===== src/rtl/wsa_pkg.sv =====
package wsa_pkg;

    // Default operand and accumulator widths
    localparam int unsigned DEF_ACT_W  = 8;
    localparam int unsigned DEF_WGT_W  = 8;
    localparam int unsigned DEF_PSUM_W = 32;

    // Role chosen by the column strobe
    typedef enum logic {
        CELL_MAC  = 1'b0,
        CELL_LOAD = 1'b1
    } cell_mode_e;

endpackage


===== src/rtl/wsa_mul.sv =====
// Signed operand product, full width, combinational
module wsa_mul #(
    parameter int unsigned A_W = 8,
    parameter int unsigned B_W = 8,
    localparam int unsigned P_W = A_W + B_W
) (
    input  logic signed [A_W-1:0] a,
    input  logic signed [B_W-1:0] b,
    output logic signed [P_W-1:0] p
);

    logic signed [P_W-1:0] a_ext;
    logic signed [P_W-1:0] b_ext;

    always_comb begin
        a_ext = P_W'(a);
        b_ext = P_W'(b);
        p     = a_ext * b_ext;
    end

endmodule


===== src/rtl/wsa_add.sv =====
// Wrapping accumulator adder: sign-extends the product to the sum width
module wsa_add #(
    parameter int unsigned P_W   = 16,
    parameter int unsigned SUM_W = 32
) (
    input  logic signed [SUM_W-1:0] base,
    input  logic signed [P_W-1:0]   prod,
    output logic signed [SUM_W-1:0] sum
);

    logic signed [SUM_W-1:0] prod_ext;

    always_comb begin
        prod_ext = SUM_W'(prod);
        sum      = base + prod_ext;
    end

endmodule


===== src/rtl/wsa_cell.sv =====
module wsa_cell
    import wsa_pkg::*;
#(
    parameter int unsigned ACT_W  = DEF_ACT_W,
    parameter int unsigned WGT_W  = DEF_WGT_W,
    parameter int unsigned PSUM_W = DEF_PSUM_W
) (
    input  logic                     clk,
    input  logic                     rst_n,
    input  logic                     load_en,
    input  logic signed [ACT_W-1:0]  act_in,
    output logic signed [ACT_W-1:0]  act_out,
    input  logic signed [PSUM_W-1:0] psum_in,
    output logic signed [PSUM_W-1:0] psum_out
);

    localparam int unsigned PROD_W = ACT_W + WGT_W;

    typedef struct packed {
        logic signed [WGT_W-1:0]  weight;
        logic signed [ACT_W-1:0]  act;
        logic signed [PSUM_W-1:0] psum;
    } cell_state_t;

    cell_state_t state_d;
    cell_state_t state_q;
    cell_mode_e  mode;

    logic signed [WGT_W-1:0]  weight_q;
    logic signed [WGT_W-1:0]  new_weight;
    logic signed [PROD_W-1:0] prod;
    logic signed [PSUM_W-1:0] mac_sum;

    assign weight_q   = state_q.weight;
    assign mode       = cell_mode_e'(load_en);
    assign new_weight = psum_in[WGT_W-1:0];

    wsa_mul #(
        .A_W (WGT_W),
        .B_W (ACT_W)
    ) u_mul (
        .a (weight_q),
        .b (act_in),
        .p (prod)
    );

    wsa_add #(
        .P_W   (PROD_W),
        .SUM_W (PSUM_W)
    ) u_add (
        .base (psum_in),
        .prod (prod),
        .sum  (mac_sum)
    );

    // Next-state selection
    always_comb begin
        state_d = state_q;
        unique case (mode)
            CELL_LOAD: begin
                state_d.weight = new_weight;
                state_d.act    = '0;
                state_d.psum   = PSUM_W'(new_weight);
            end
            default: begin
                state_d.weight = weight_q;
                state_d.act    = act_in;
                state_d.psum   = mac_sum;
            end
        endcase
    end

    always_ff @(posedge clk or negedge rst_n) begin
        if (!rst_n) begin
            state_q <= '0;
        end else begin
            state_q <= state_d;
        end
    end

    assign act_out  = state_q.act;
    assign psum_out = state_q.psum;

endmodule


===== config.mk =====
export PLATFORM = sky130hd
export DESIGN_NAME = wsa_cell
export DESIGN_NICKNAME = d
export VERILOG_FILES = /design/src/rtl/wsa_pkg.sv /design/src/rtl/wsa_mul.sv /design/src/rtl/wsa_add.sv /design/src/rtl/wsa_cell.sv
export SDC_FILE = /design/constraint.sdc
export NUM_CORES = 1
export LEC_CHECK = 0
export CAP_MARGIN = 10
export CORE_UTILIZATION = 30
export CTS_CLUSTER_SIZE = 30
export DETAILED_ROUTE_END_ITERATION = 8
export DONT_BUFFER_PORTS = 1
export PLACE_DENSITY = 0.46
export SYNTH_ARGS = -nofsm -noshare
export SYNTH_HDL_FRONTEND = slang
export SYNTH_SLANG_ARGS = --single-unit

===== constraint.sdc =====
create_clock -name clk -period 9 [get_ports clk]
set_clock_uncertainty 0.05 [all_clocks]
set_input_delay 1.35 -clock clk [delete_from_list [all_inputs] [get_ports clk]]
set_output_delay 1.35 -clock clk [all_outputs]
set_load 0.01 [all_outputs]

==> impl_results.md <==
- Synth Register Bits: 48
- Worst slew margin: 47.9%
- Synthesis Warnings: 0
- Hold Vio Cnt, Final: 0
- Area of the mapped netlist: 7140 sq um
- Final critical-path share of the clock period: 74.5%
- Antenna violations before repair: 0
- Setup TNS: 0 ns
- Post-synthesis instance total: 687
- Die X: 156 microns
- Commonest non-fill, non-tap cells in the layout: fa_1, inv_1, ha_1
- Via Count: 4699
- CTS tree: built
- Crit-path slowest cell: fa_1
- Syn Area/Cell: 10.4 sq um
- Starting density of the core: 30.5%
- Die area: 24400 sq um
- N_diodes: 0
- CTS HTree Levels: 2
- Register area share after synthesis: 16.8%
- Die Y: 156 microns
- Worst Path Required: 9.09 ns
- Hold Path Class: flip-flop to flip-flop
- Status: finished clean
- # IOs: 83
- Final Max Tran Viols: 0
- Core Region: 23400 sq um
- Latest clock arrival within the worst-skew pair: 0.30 ns
- Unrepaired setup endpoints after global routing: false
- DR iter-0 viols: 198
- CP Max Fanout: 13
- EDFF count, synth: 0
- Antenna Nets Post-Route: 0
- Setup crit end kind: flip-flop
- Largest net degree at the start of global routing: 58
- Layout Utilization: 32.6%
- Clock sinks: 48
- Vias in the first global route: 5188
- # resized after CTS: 0
- Post-synth cell types: 50
- Root Buffer: clkbuf_16
- # Max-Cap Violations: 0
- CP peak stage delay: 0.67 ns
- Fin area: 7640 sq um
- Critical Path AT: 6.79 ns
- Cells along the critical path: nand2_1 -> fa_1 -> fa_1 -> inv_1 -> fa_1 -> fa_1 -> ha_1 -> ha_1 -> a211oi_2 -> o21bai_1 -> o221a_2 -> a311o_2 -> a2111oi_4 -> or3_1 -> nand4_1
- CTS clock-pin slew for the worst setup and hold paths: 0.07 ns
- Tmin final: 6.70 ns
- Fraction of registers with async set/reset: 100%
- Tightest Pin Transition: 0.780 ns
- WHS: 0.620 ns
- Top FF cell, synth: dfrtp_1
- Layout cells sized above 1: 3.41%
- Aggregate routed wire length: 17400 microns
- Area grow syn2layout: 6.94%
- CTS buffer count: 5
- Area of the multi-input gates: 5430 sq um
- Clk buf depth: 2
- Most common cell after layout, fill and taps aside: fa_1
- # rows: 56
- Overflow after GRT: 0
- Post-DP Area: 7470 sq um
- DR WL/cell: 17.5 microns
- Max Freq: 149 MHz
- Post-Syn Nets: 936
- Postcts setup bufs: 0
- CP dominant cell by count: fa_1
- Dpl hpwl: 15000 microns
- Count of final setup violators: 0
- PortBufs: 0
- Final #Nets: 923
- All-Layer GR Usage: 15.2%
- Residual DRC count: 0
- Fill cells: 2468
- Hold bufs inserted after CTS: 0
- Vias per cell: 4.73
- Register Area: 1200 sq um
- Gpl congestion: 0.804
- Kind of critical path: input pin to flip-flop
- First-pass GRT wire length: 28400 microns
- DR pass1 iterations: 4
- Critical Path Source Type: input pin
[metrics by stage]
stage | std cells | setup slack (ns)
2_1_floorplan | 687 | 1.74
3_3_place_gp | 986 | 2.03
3_5_place_dp | 986 | 1.96
4_1_cts | 994 | 2.26
5_1_grt | 994 | 1.90
6_report | 994 | 2.30
[cells in the mapped netlist, types with 2 or more instances]
cell type  instances  area [sq um]
fa_1             136          2720
nor3b_1            2          15.0
or3_1              3          18.8
and2_1            33           206
nor2_1            24          90.1
nor2b_1           10          62.6
o21ai_1            4          20.0
and3_1             4          25.0
dfrtp_1           48          1200
inv_1            112           420
nand2_1           49           184
a211oi_1           2          15.0
o21bai_1           2          15.0
a21o_1             9          67.6
xor2_1             9          78.8
nor3_1             5          25.0
xnor2_1           15           131
and4_1             3          26.3
a31oi_1            6          37.5
mux2i_1            3          30.0
nand2b_1           3          18.8
clkbuf_1          20          75.1
o21ai_0           41           205
nand4_1            4          25.0
o21a_1            11          82.6
o211ai_1           3          22.5
and3_2             3          22.5
a21oi_1           20           100
ha_1              70           876
nand3_1            6          30.0
a221oi_2           2          30.0
o31ai_1            6          45.0
a2111oi_4          2          55.1
[sequential cells by signal, summed over array words and instances, names as in the netlist]
name	cells
psum_out	32
act_out	8
weight_q	8
[kinds of logic after synthesis]
logic type      after synthesis  share of synthesized area (%)
buf+inv                     135                           7.22
compound gates              120                           11.4
xor+xnor                     24                           2.94
simple gates                150                           10.6
flops                        48                           16.8
mux                           4                          0.578
fa+ha+maj                   206                           50.4
[per-layer routing]
metal / GRT usage (%) / share of wire, % / vias up
met5: 0 / 0 / -
met3: 2.24 / 4.1 / 15
li1: - / - / 2190
met4: 3.50 / 1.4 / 0
met2: 27.3 / 52 / 85
met1: 19.2 / 42 / 2409
[layout make-up]
cell class	count	share of cell area, %
Clock buffer	5	1.64
Clock inverter	3	0.606
Inverter	113	5.55
Multi-Input combinational cell	504	71.1
Sequential cell	48	15.7
Tap cell	319	5.23
Timing Repair Buffer	2	0.197
[critical path, delay by kind of cell]
kind	cells	cell delay, ns
adders and majority gates	6	2.96
AOI/OAI and AO/OA	5	1.49
buffers and inverters	1	0.59
and+or+nand+nor	3	0.37
[path summary, 6_finish.rpt]
| path | startpoint | endpoint | slack, ns | cells past startpoint |
|---|---|---|---|---|
| worst max-delay path | act_in[2] | psum_out[29] | 2.30 | 15 |
| worst min-delay path | weight_q[7] | weight_q[7] | 0.62 | 2 |
| worst max register to register | weight_q[7] | psum_out[29] | 2.81 | 15 |
| worst min register to register | weight_q[7] | weight_q[7] | 0.62 | 2 |
| max in group asynchronous | rst_n | act_out[6] | 8.11 | 0 |
| min in group asynchronous | rst_n | act_out[3] | 0.70 | 0 |
Power is not shown: default switching activity piles up to over one toggle a cycle in this logic, so the estimate is an artifact.
